## src/rtl/regbank_pkg.sv

```systemverilog
package regbank_pkg;

  localparam int unsigned GPR_W = 16;
  localparam int unsigned GPR_N = 4;

  typedef enum logic [1:0] {
    CELL_HOLD = 2'd0,
    CELL_UP   = 2'd1,
    CELL_DOWN = 2'd2,
    CELL_LOAD = 2'd3
  } cell_op_e;

endpackage

```

## src/rtl/gpr_wdec.sv

```systemverilog
module gpr_wdec
  import regbank_pkg::*;
#(
  parameter int unsigned N  = GPR_N,
  parameter int unsigned SW = (N > 1) ? $clog2(N) : 1
) (
  input  logic              clk,
  input  logic              rst_n,
  input  logic [SW-1:0]     wr_sel,
  input  logic              ld_en,
  input  logic              inc_en,
  input  logic              dec_en,
  output cell_op_e [N-1:0]  ops
);

  cell_op_e req_op;

  // Load outranks counting; opposing count requests cancel.
  always_comb begin
    if (ld_en)                 req_op = CELL_LOAD;
    else if (inc_en && !dec_en) req_op = CELL_UP;
    else if (dec_en && !inc_en) req_op = CELL_DOWN;
    else                       req_op = CELL_HOLD;
  end

  for (genvar i = 0; i < N; i++) begin : g_dec
    always_comb begin
      ops[i] = (wr_sel == SW'(i)) ? req_op : CELL_HOLD;
    end

    // unselected cell never receives an operation
    a_r10_only_target: assert property (@(posedge clk) disable iff (!rst_n)
      (wr_sel != SW'(i)) |-> (ops[i] == CELL_HOLD));
  end

  // load strobe always reaches the addressed cell as a load
  a_r5_load_wins: assert property (@(posedge clk) disable iff (!rst_n)
    ld_en |-> (ops[wr_sel] == CELL_LOAD));

endmodule

```

## src/rtl/gpr_cell.sv

```systemverilog
module gpr_cell
  import regbank_pkg::*;
#(
  parameter int unsigned W = GPR_W
) (
  input  logic         clk,
  input  logic         rst_n,
  input  cell_op_e     op,
  input  logic [W-1:0] din,
  output logic [W-1:0] q
);

  always_ff @(posedge clk) begin
    if (!rst_n) begin
      q <= '0;
    end else begin
      unique case (op)
        CELL_LOAD: q <= din;
        CELL_UP:   q <= q + W'(1);
        CELL_DOWN: q <= q - W'(1);
        default:   q <= q;
      endcase
    end
  end

  a_r3_step_up: assert property (@(posedge clk) disable iff (!rst_n)
    (op == CELL_UP) |=> (q == $past(q) + W'(1)));

  a_r4_step_down: assert property (@(posedge clk) disable iff (!rst_n)
    (op == CELL_DOWN) |=> (q == $past(q) - W'(1)));

  a_r2_preset: assert property (@(posedge clk) disable iff (!rst_n)
    (op == CELL_LOAD) |=> (q == $past(din)));

  a_r7_hold: assert property (@(posedge clk) disable iff (!rst_n)
    (op == CELL_HOLD) |=> $stable(q));

endmodule

```

## src/rtl/gpr_rdport.sv

```systemverilog
module gpr_rdport
  import regbank_pkg::*;
#(
  parameter int unsigned N  = GPR_N,
  parameter int unsigned W  = GPR_W,
  parameter int unsigned SW = (N > 1) ? $clog2(N) : 1
) (
  input  logic [N-1:0][W-1:0] regs,
  input  logic                oe,
  input  logic [SW-1:0]       sel,
  output logic [W-1:0]        q
);

  always_comb begin
    q = '0;
    if (oe) begin
      for (int i = 0; i < N; i++) begin
        if (sel == SW'(i)) q = regs[i];
      end
    end
  end

endmodule

```

## src/rtl/dual_bus_regbank.sv

```systemverilog
module dual_bus_regbank
  import regbank_pkg::*;
#(
  parameter int unsigned W  = GPR_W,
  parameter int unsigned N  = GPR_N,
  parameter int unsigned SW = (N > 1) ? $clog2(N) : 1
) (
  input  logic          clk,
  input  logic          rst_n,
  input  logic [SW-1:0] wr_sel,
  input  logic          ld_en,
  input  logic          inc_en,
  input  logic          dec_en,
  input  logic [W-1:0]  wr_data,
  input  logic          dbus_oe,
  input  logic [SW-1:0] dbus_sel,
  output logic [W-1:0]  dbus_q,
  input  logic          abus_oe,
  input  logic [SW-1:0] abus_sel,
  output logic [W-1:0]  abus_q
);

  cell_op_e [N-1:0]    ops;
  logic [N-1:0][W-1:0] regs;

  gpr_wdec #(.N(N), .SW(SW)) u_wdec (
    .clk    (clk),
    .rst_n  (rst_n),
    .wr_sel (wr_sel),
    .ld_en  (ld_en),
    .inc_en (inc_en),
    .dec_en (dec_en),
    .ops    (ops)
  );

  for (genvar i = 0; i < N; i++) begin : g_cell
    gpr_cell #(.W(W)) u_cell (
      .clk   (clk),
      .rst_n (rst_n),
      .op    (ops[i]),
      .din   (wr_data),
      .q     (regs[i])
    );
  end

  gpr_rdport #(.N(N), .W(W), .SW(SW)) u_dport (
    .regs (regs),
    .oe   (dbus_oe),
    .sel  (dbus_sel),
    .q    (dbus_q)
  );

  gpr_rdport #(.N(N), .W(W), .SW(SW)) u_aport (
    .regs (regs),
    .oe   (abus_oe),
    .sel  (abus_sel),
    .q    (abus_q)
  );

  // two paths on the same register agree
  a_r9_paths_agree: assert property (@(posedge clk) disable iff (!rst_n)
    (dbus_oe && abus_oe && dbus_sel == abus_sel) |-> (dbus_q == abus_q));

  // disabled data path is quiet
  a_r8_dbus_quiet: assert property (@(posedge clk) disable iff (!rst_n)
    !dbus_oe |-> (dbus_q == '0));

  // first cycle after reset every register reads zero
  a_r1_reset_zero: assert property (@(posedge clk)
    !rst_n |=> (regs == '0));

endmodule

```

## config.mk

```make
export PLATFORM = sky130hd
export DESIGN_NAME = dual_bus_regbank
export DESIGN_NICKNAME = d
export VERILOG_FILES = /design/src/rtl/regbank_pkg.sv /design/src/rtl/gpr_wdec.sv /design/src/rtl/gpr_cell.sv /design/src/rtl/gpr_rdport.sv /design/src/rtl/dual_bus_regbank.sv
export SDC_FILE = /design/constraint.sdc
export NUM_CORES = 1
export LEC_CHECK = 0
export BUFFER_PORTS_ARGS = -buffer_cell sky130_fd_sc_hd__buf_2
export CAP_MARGIN = 10
export CORE_UTILIZATION = 42
export DETAILED_ROUTE_END_ITERATION = 8
export PLACE_DENSITY_LB_ADDON = 0.05
export REMOVE_ABC_BUFFERS = 1
export SLEW_MARGIN = 25
export SYNTH_ARGS = -nofsm -noshare
export SYNTH_HDL_FRONTEND = slang
export SYNTH_HIERARCHICAL = 1
export SYNTH_SLANG_ARGS = --single-unit
```

## constraint.sdc

```tcl
create_clock -name clk -period 3.67 [get_ports clk]
set_input_delay 0.367 -clock clk [delete_from_list [all_inputs] [get_ports clk]]
set_output_delay 0.367 -clock clk [all_outputs]
set_load 0.01 [all_outputs]
```

Word-level counts from Yosys, hierarchy flattened
Index checks and enable logic that the tools add are counted.
{"block": "totals", "out_inout_bits": 32, "romBits": 0, "ram_bits": 0, "register_bits": 64, "mem_count": 0, "latchBits": 0, "input_bits": 29}
{"block": "op_classes", "n_mux": 21, "eq_ne": 21, "n_shift": 0, "reduce_logical": 11, "div_mod_pow": 0, "n_addsub": 8, "mul": 0, "n_bitwise": 0, "order_cmp": 0}
{"cell": "16-bit case mux with 3 select lines", "count": 4}
{"cell": "16-bit two-way mux", "count": 10}
{"cell": "16-bit by 1-bit adder with 16-bit output (second input constant)", "count": 4}
{"cell": "16-bit by 1-bit subtractor with 16-bit output (second input constant)", "count": 4}
{"cell": "2-bit equality test (second input constant)", "count": 14}
{"cell": "2-bit by 1-bit equality test with 1-bit output (second input constant)", "count": 7}
{"cell": "2-bit two-way mux", "count": 7}
{"cell": "3-bit nonzero test", "count": 4}
{"cell": "2-bit zero test", "count": 3}
{"cell": "1-bit logical AND", "count": 2}
{"cell": "1-bit zero test", "count": 2}

Longest topological paths before layout
Gate-level depths: netlist (run 1).
{"block": "depth", "word_depth": 8, "depth_mapped": 17, "ltp_nobuf": 13}

Hierarchy
The synthesis (run 1) kept the hierarchy.
{"module": "gpr_cell at g_cell[0].u_cell ...", "seq_area_each_um2": 320.3, "cells_per_inst": 254, "area_per_inst_um2": 1874.3, "instances": 2}
{"module": "gpr_cell at g_cell[3].u_cell", "seq_area_each_um2": 320.3, "cells_per_inst": 253, "area_per_inst_um2": 1820.5, "instances": 1}
{"module": "gpr_cell at g_cell[2].u_cell", "seq_area_each_um2": 320.3, "cells_per_inst": 253, "area_per_inst_um2": 1808.0, "instances": 1}
{"module": "gpr_rdport", "seq_area_each_um2": 0.0, "cells_per_inst": 57, "area_per_inst_um2": 524.3, "instances": 2}
{"module": "gpr_wdec", "seq_area_each_um2": 0.0, "cells_per_inst": 14, "area_per_inst_um2": 102.6, "instances": 1}

Worst setup path after synthesis (run 1)
No wires, ideal clock.
{"block": "synth_path", "path_kind": "input to register", "start": "in inc_en", "end": "reg g_cell[3].u_cell.q[6]", "cell_stages": 16, "t_arrival_ns": 3.480, "required_time_ns": 3.600, "path_slack_ns": 0.119, "n_path_buf": 4, "path_cell_list": "nand2b_4 a21oi_1 ha_1 buf_6 clkbuf_1 buf_2 buf_2 xor2_1 ha_1 a21boi_0 o22ai_1 nor2_1 a31oi_1 o221ai_1 mux2_2 a21boi_1"}
{"element": "start, declared", "line": "dual_bus_regbank.sv:12", "text": "input logic inc_en,"}
{"element": "end signal, assigned", "line": "gpr_cell.sv:18", "text": "CELL_LOAD: q <= din;"}
{"element": "end signal, assigned", "line": "gpr_cell.sv:19", "text": "CELL_UP: q <= q + W'(1);"}
{"element": "end signal, assigned", "line": "gpr_cell.sv:20", "text": "CELL_DOWN: q <= q - W'(1);"}
{"element": "end, declared", "line": "gpr_cell.sv:10", "text": "output logic [W-1:0] q"}

==> results.md, run 1 <==
- Status: finished clean
- Peak supply drop: 0.207 mV
- Area contributors post-synth: dfxtp_1 15%, mux2i_1 8.6%, xnor2_1 4.3%
- Setup bufs post-CTS: 0
- Vias: 8,857
- Yosys reg bits: 64
- # IOs: 61
- CTS clk-pin slew, worst paths: 60 ps
- R2r setup slk: 1100 ps
- Setup TNS: 0 ps
- CP max FO: 27
- Area of the multi-input gates: 6440 µm²
- Port Buffer Count: 60
- Initial drt markers: 771
- Final setup viols: 0
- Leading area contributor after synthesis: dfxtp_1
- Switch Pwr: 0.00109 W
- Fin crit share: 82.3%
- DP Wirelength: 21,300 µm
- Switching part of the total: 39.6%
- Fin. Hold Viols: 0
- Design Power: 0.00276 W
- Cells after Synth: 1,142
- FF-to-FF End: g_cell[3].u_cell/q[8]
- FILL cells: 2,086
- CTS Sinks: 64
- Worst EP required: 3890 ps
- Hold Crit Start: wr_data[15]
- CP Capture Type: flip-flop
- Critical Path Source Type: primary input
- Initial cell density of the core: 43.4%
- Final min period: 3020 ps
- Worst skew pair latency: 340 ps
- Largest registers: g_cell.u_cell/q x64
- Routed len/inst: 21.5 µm
- Max reg flops: 64
- # H-tree levels: 3
- Comb pwr share: 32.8%
- Clock buffer depth: 2
- Site Rows: 51
- Reg2reg path depth: 9
- Post-route ant nets: 0
- Worst Max-Slew Pin Slew: 954 ps
- Sequential share of power: 35.0%
- Distinct cells, synth: 109
- Area growth syn-to-layout: 5.27%
- Overall Global Routing Usage: 29.2%
- RSZ-0062 raised after global routing: no
- CP Class: primary input to flip-flop
- Hold path cells: 3
- Post-synth top area share: 15.0%
- Final slew viol count: 0
- Core Util, Final: 45.7%
- Synthesized cell area: 8530 µm²
- LEAKAGE: 3.50 nW
- Worst slew margin: 36.4%
- Setup ws final: 650 ps
- Hold Path Sink: g_cell[3].u_cell/q[15]
- Ys Warns: 6
- Layout cells sized above 1: 13.7%
- Ys flop type: dfxtp_1
- Pre-CTS setup slack: 317 ps
- Die height: 144 µm
- Worst Setup SP: inc_en
- Min-delay worst type: primary input to flip-flop
- Sequential share of the synthesized area: 15.0%
- Most common cell in the netlist: nand2_1
- Fmax: 0.331 GHz
- CTS resizes: 0
- Cell Pwr Density: 308 nW/µm²
- WL final: 29,900 µm
- Width of the chip: 144 µm
- GPL Wtd Cong: 0.889
- Via-to-Cell Ratio: 6.38
- Most instantiated cells after synthesis: 78 x nand2_1, 73 x mux2i_1, 70 x nor2_1, 65 x clkbuf_1, 64 x dfxtp_1
- Top reg by flops: g_cell.u_cell/q
- Global-route wire length before repair: 46,000 µm
- TritonCTS clock tree: done
- Reg area: 1280 µm²
- CTS buffer count: 9
- 1st-pass router iterations: 5
- Post-synth ARST share: 0%
- Final net count: 1,164
- EDFF count, synth: 0
- Final Skew: 8.03 ps
- Mapped Avg Cell Area: 7.47 µm²
- Total gr overflow: 0
- Share of total power in the clock network: 32.2%
- Vias in the first global route: 7,749
- Core area: 19,700 µm²
- Die area: 20,900 µm²
- FF-to-FF Start: g_cell[3].u_cell/q[1]
- Post-CTS Hold Fix Bufs: 0
- Root buffer cell: clkbuf_16
- Pin count of the biggest net entering global routing: 40
- DRC violations left: 0
- Max-cap violations: 0
- Arrival time worst endpoint: 3240 ps
- Initial antenna violation count: 2
- Internal Power: 0.00167 W
[layer usage]
layer | global-route usage [%] | part of all wire [%] | vias to the layer above
li1 | - | - | 4285
met1 | 41.8 | 48 | 4241
met2 | 43.6 | 43 | 299
met3 | 5.17 | 6.5 | 32
met4 | 9.31 | 2.3 | 0
met5 | 0 | 0 | -
[how the worst max path moves through the flow]
stage | endpoint | cells after the start | slack (ps)
2_1_floorplan | g_cell[0].u_cell/q[10] | 12 | 190
3_3_place_gp | g_cell[2].u_cell/q[13] | 12 | 280
3_5_place_dp | g_cell[2].u_cell/q[13] | 12 | 320
4_1_cts | g_cell[2].u_cell/q[13] | 12 | 660
5_1_grt | g_cell[3].u_cell/q[14] | 14 | 470
6_report | g_cell[2].u_cell/q[13] | 12 | 650
[layout by cell type (no fill, tap or decap), types with 23 or more instances in the layout]
cell type,netlist,routed
nand2_1,78,78
mux2i_1,73,73
nor2_1,70,70
dfxtp_1,64,64
buf_2,27,60
o21ai_0,55,55
a21oi_1,55,55
o22ai_1,52,52
xnor2_1,42,42
nand3_1,37,37
and3_1,33,33
inv_1,30,30
nor3_1,30,30
buf_4,10,24
a31oi_1,23,23
[kinds of logic (layout without fill, tap and decap cells)]
family | Yosys count | after routing | share of synthesized area [%]
xor gates and xnor gates | 55 | 55 | 5.65
and+or+nand+nor | 396 | 396 | 25.6
AOI/OAI and AO/OA | 377 | 377 | 32.6
buffers and inverters | 155 | 136 | 9.48
adders and majority gates | 16 | 16 | 2.35
DFF | 64 | 64 | 15.0
muxes | 79 | 79 | 9.36
other | 0 | 1 | 0
[final cells by class]
class | instances | area share (%)
clock inverters | 4 | 0.502
clock buffers | 11 | 2.70
well taps | 265 | 3.69
diodes | 1 | 0.0279
inverters | 36 | 1.51
repair buffers | 85 | 5.57
multi-input cells | 923 | 71.7
flip-flops and latches | 64 | 14.3
[power by group through the flow]
stage                     Combinational (W)  Sequential (W)  Clock (W)
after floorplan                    0.000634        0.000889          0
after global placement             0.000893        0.000976          0
after detailed placement           0.000894        0.000976          0
after CTS                          0.000898        0.000961   0.000915
after global routing               0.000997        0.000985   0.000935
final                              0.000906        0.000967   0.000889
[worst max-delay path: stages]
cell and delay, ps:
buf_2 120, nand2b_4 150, a21oi_1 250, ha_1 400, buf_4 360, and3b_1 210, o221ai_1 240, o211ai_2 160
and4_4 210, a2111oi_2 430, mux2i_1 240, a21oi_1 80
[stage by stage]
stage,cell area [µm²],hold slack [ps],instances
global route,8970,422,1388
detailed placement,8690,561,1373
finish,8980,404,1389
CTS,8970,391,1388
global placement,8690,558,1373
floorplan,7860,489,1023
(Power assumes the default switching activity.)
==> run 2, diff against run 1 <==
Clock period 3.67 ns to 2.9 ns, I/O delays scaled along.
==> results.md, run 2 (same netlist as run 1, synthesis figures left out) <==
- Final min period: 2640 ps
- Pin count of the biggest net entering global routing: 30
- Layout cells sized above 1: 20.1%
- Overall Global Routing Usage: 29.8%
- Post-Place Cell Area: 9350 µm²
- Comb pwr share: 35.1%
- Initial antenna violation count: 0
- Critical Path Source Type: primary input
- Area growth syn-to-layout: 13.3%
- CP Capture Type: flip-flop
- GPL Wtd Cong: 0.878
- Max reg flops: 64
- Final Skew: 5.26 ps
- Worst skew pair latency: 350 ps
- Initial cell density of the core: 43.4%
- # IOs: 61
- Design area: 9660 µm²
- Worst EP required: 3140 ps
- Cell Pwr Density: 377 nW/µm²
- Die area: 20,900 µm²
- Peak supply drop: 0.305 mV
- CP Class: primary input to flip-flop
- Core area: 19,700 µm²
- Final slew viol count: 0
- Cell chain of the critical path: buf_2, nand2b_4, a21oi_1, inv_1, ha_1, xor2_1, ha_1, or3_1, a21oi_1, nor2_2, buf_4, xnor2_1, o22ai_1, o2bb2ai_1, and2_1
- Setup ws final: 264 ps
- DRC violations left: 0
- Fin. Hold Viols: 0
- Most common cell after layout, fill and taps aside: buf_4
- Vias in the first global route: 8,354
- Min-delay worst type: primary input to flip-flop
- CTS buffer count: 9
- N_diodes: 0
- Fin crit share: 90.9%
- TritonCTS clock tree: done
- Status: finished clean
- Max-cap violations: 0
- Worst Max-Slew Pin Slew: 710 ps
- Clock buffer depth: 2
- Hold Crit Start: wr_data[11]
- CP max-delay cell: or3_1
- Global-route wire length before repair: 47,300 µm
- Post-CTS Hold Fix Bufs: 0
- FF-to-FF Start: g_cell[0].u_cell/q[1]
- WL final: 30,600 µm
- Fmax: 0.379 GHz
- Share of total power in the clock network: 32.4%
- Die height: 144 µm
- LEAKAGE: 3.93 nW
- CP max FO: 8
- Via-to-Cell Ratio: 6.30
- Pre-CTS setup slack: -112 ps
- Largest registers: g_cell.u_cell/q x64
- Setup bufs post-CTS: 0
- Worst Setup SP: dec_en
- Top reg by flops: g_cell.u_cell/q
- Total gr overflow: 0
- Root buffer cell: clkbuf_16
- Switching part of the total: 38.4%
- RSZ-0062 raised after global routing: no
- CTS Sinks: 64
- Switch Pwr: 0.00140 W
- # H-tree levels: 3
- Setup TNS: 0 ps
- Post-route ant nets: 0
- Width of the chip: 144 µm
- Largest stage delay, worst path: 310 ps
- Port Buffer Count: 60
- CTS resizes: 0
- Worst slew margin: 52.6%
- Initial drt markers: 730
- Vias: 9,289
- Arrival time worst endpoint: 2870 ps
- Routed len/inst: 20.8 µm
- Commonest cells after routing, fill and taps aside: 109 x buf_4, 78 x nand2_1, 73 x mux2i_1
- CTS clk-pin slew, worst paths: 60 ps
- Final net count: 1,250
- Final setup viols: 0
- DP Wirelength: 22,900 µm
- 1st-pass router iterations: 7
- Site Rows: 51
- Internal Power: 0.00225 W
- Sequential share of power: 32.5%
run 2: changes by cell type in the layout (fill, tap and decap cells not counted):
cell | before | now
buf_4 | 24 | 109
clkinvlp_4 | 0 | 2
a211oi_1 | 5 | 4
a211oi_2 | 2 | 3
buf_12 | 1 | 2
bufinv_16 | 1 | 2
clkbuf_1 | 1 | 0
clkbuf_8 | 1 | 0
clkinv_2 | 3 | 2
diode_2 | 1 | 0
nor2_1 | 70 | 69
nor2_2 | 2 | 3
run 2: metrics by stage:
stage / utilization, % / std cells / hold WS [ps] / power, W
2_1_floorplan: - / 1023 / 412 / 0.00193
3_3_place_gp: 47.5 / 1459 / 588 / 0.00246
3_5_place_dp: 47.5 / 1459 / 597 / 0.00246
4_1_cts: 49.1 / 1474 / 322 / 0.00365
5_1_grt: 49.2 / 1474 / 333 / 0.00384
6_report: 49.2 / 1474 / 327 / 0.00365
run 2: worst paths after layout:
check / slack [ps] / endpoint / depth (start not counted)
min: 330 / g_cell[0].u_cell/q[11] / 3
min reg2reg: 610 / g_cell[3].u_cell/q[15] / 2
max reg2reg: 440 / g_cell[0].u_cell/q[10] / 9
max: 260 / g_cell[3].u_cell/q[4] / 15
run 2: area by class of cell:
type | instances | area [µm²]
clock buffers | 9 | 225
clock inverters | 6 | 85.1
fillers | 2072 | 9990
inverters | 36 | 135
multi-input cells | 923 | 6450
flip-flops and latches | 64 | 1280
well taps | 265 | 332
repair buffers | 171 | 1160
run 2: critical path, delay by kind of cell:
kind,cells,cell delay (ps)
and+or+nand+nor,4,750
adders and majority gates,2,480
buffers and inverters,3,350
xor gates and xnor gates,2,360
AOI/OAI and AO/OA,4,650
run 2: metal layers:
layer  track usage (%)  share of wire, %  vias up
met2              46.0                44      296
met4              8.09               2.0        0
met5                 0                 0        -
met3              5.79               6.8       32
li1                  -                 -     4455
met1              41.9                47     4506
run 2: power groups by stage:
stage                     Combinational (W)  Clock, W  Sequential [W]
final                               0.00128   0.00118         0.00118
after global routing                0.00140   0.00124         0.00120
after CTS                           0.00127   0.00120         0.00118
after detailed placement            0.00127         0         0.00120
after global placement              0.00126         0         0.00120
after floorplan                    0.000802         0         0.00113
==> run 3, diff against run 2 <==
Settings changed: PLACE_DENSITY set to 0.6, PLACE_DENSITY_LB_ADDON 0.05 to unset.
==> results.md, run 3 (same netlist as run 1, synthesis figures left out) <==
- Status: finished clean
- Most used cell, CP: ha_1
- Largest registers: g_cell.u_cell/q x64
- Die height: 144 µm
- Post-CTS Hold Fix Bufs: 0
- Area of the multi-input gates: 6440 µm²
- Reg area: 1280 µm²
- Final slew viol count: 0
- Routed len/inst: 20.6 µm
- Fin. Hold Viols: 0
- Width of the chip: 144 µm
- Switching part of the total: 36.8%
- Max-cap violations: 0
- Max reg flops: 64
- Final setup viols: 0
- Pin count of the biggest net entering global routing: 30
- Buf+Inv Stages, Crit Path: 2
- Fin crit share: 93.8%
- CTS buffer count: 9
- Worst Max-Slew Pin Slew: 797 ps
- FILL cells: 2,020
- Cell Pwr Density: 399 nW/µm²
- Worst EP required: 3140 ps
- Share of total power in the clock network: 36.3%
- DP Wirelength: 22,500 µm
- Global-route wire length before repair: 46,400 µm
- Critical Path Source Type: primary input
- RSZ-0062 raised after global routing: no
- CTS clk-pin slew, worst paths: 60 ps
- Pre-CTS setup slack: -172 ps
- LEAKAGE: 4.00 nW
- Peak supply drop: 0.329 mV
- Sequential share of power: 30.5%
- Fin Hold WS: 304 ps
- Min-delay worst type: primary input to flip-flop
- DRC violations left: 0
- Die area: 20,900 µm²
- Initial drt markers: 1,101
- Final Skew: 5.79 ps
- Fmax: 0.368 GHz
- CP max FO: 7
- Setup TNS: 0 ps
- Internal Power: 0.00246 W
- Top reg by flops: g_cell.u_cell/q
- Area growth syn-to-layout: 14.1%
- Vias: 9,390
- Largest stage delay, worst path: 340 ps
- Root buffer cell: clkbuf_16
- Worst skew pair latency: 350 ps
- Layout cells sized above 1: 20.4%
- Switch Pwr: 0.00143 W
- # H-tree levels: 3
- Most common cell after layout, fill and taps aside: buf_4
- Setup bufs post-CTS: 0
- 1st-pass router iterations: 6
- Setup ws final: 179 ps
- Via-to-Cell Ratio: 6.34
- CTS resizes: 0
- Commonest cells after routing, fill and taps aside: 117 x buf_4, 78 x nand2_1, 73 x mux2i_1
- Initial antenna violation count: 1
- CTS Sinks: 64
- Dpl cells: 1,465
- CP delay by family, top: compound AO/OA/AOI/OAI gates
- Comb pwr share: 33.2%
- Worst slew margin: 46.8%
- N_diodes: 0
- Post-route ant nets: 0
- Clock buffer depth: 2
- CP Class: primary input to flip-flop
- Final net count: 1,256
- Cell chain of the critical path: buf_2, nand2b_4, a211oi_2, inv_1, ha_1, xor2_1, ha_1, or3_4, a21oi_4, nor2_2, o2111a_1, a31oi_1, o311ai_1, a32o_1
- Vias in the first global route: 8,145
- Site Rows: 51
- Initial cell density of the core: 43.4%
- WL final: 30,600 µm
- Port Buffer Count: 60
- Total gr overflow: 0
- Post-route insts no fill: 1,481
- TritonCTS clock tree: done
- GPL Wtd Cong: 0.949
- CP max-delay cell: or3_4
- Core area: 19,700 µm²
- Overall Global Routing Usage: 29.4%
- # IOs: 61
- Arrival time worst endpoint: 2960 ps
- Final min period: 2720 ps
- CP Capture Type: flip-flop
## run 3: final cells by class
class	instances	share of cell area [%]
Clock inverter	6	1.34
Timing Repair Buffer	177	12.1
Tap cell	265	3.41
Inverter	36	1.39
Multi-Input combinational cell	923	66.1
Sequential cell	64	13.2
Clock buffer	10	2.46
## run 3: power groups by stage
stage | sequential, W | clock (W) | combinational, W
final | 0.00118 | 0.00141 | 0.00129
after floorplan | 0.00113 | 0 | 0.000802
after detailed placement | 0.00119 | 0 | 0.00126
after CTS | 0.00117 | 0.00144 | 0.00127
after global placement | 0.00119 | 0 | 0.00125
after global routing | 0.00120 | 0.00147 | 0.00140
## run 3: per-stage QoR
| stage | util (%) | power [W] | instance area (µm²) |
|---|---|---|---|
| 6_report | 49.5 | 0.00389 | 9730 |
| 5_1_grt | 49.5 | 0.00406 | 9730 |
| 4_1_cts | 49.5 | 0.00388 | 9730 |
| 3_5_place_dp | 47.7 | 0.00246 | 9370 |
| 3_3_place_gp | 47.7 | 0.00244 | 9370 |
| 2_1_floorplan | - | 0.00193 | 7860 |
## run 3: path summary, 6_finish.rpt
path,from,to,slack [ps],cells past startpoint
max,dec_en,g_cell[0].u_cell/q[10],180,14
min,wr_data[15],g_cell[3].u_cell/q[15],300,3
max reg2reg,g_cell[2].u_cell/q[1],g_cell[2].u_cell/q[14],310,10
min reg2reg,g_cell[3].u_cell/q[15],g_cell[3].u_cell/q[15],610,2
## run 3: layer usage
layer | GRT usage (%) | share of wire, %
met1 | 40.9 | 46
met3 | 5.40 | 8.4
met4 | 11.4 | 3.3
met2 | 44.4 | 43
met5 | 0 | 0
## run 3: worst reg2reg max path: stages (launching register included)
cell and delay [ps]:
dfxtp_1 620, xor2_1 210, ha_1 190, a21boi_1 160, o22ai_1 120, nor4_1 310, a21oi_1 170, o31ai_1 350
buf_4 170, xnor2_1 110, o21ai_1 80
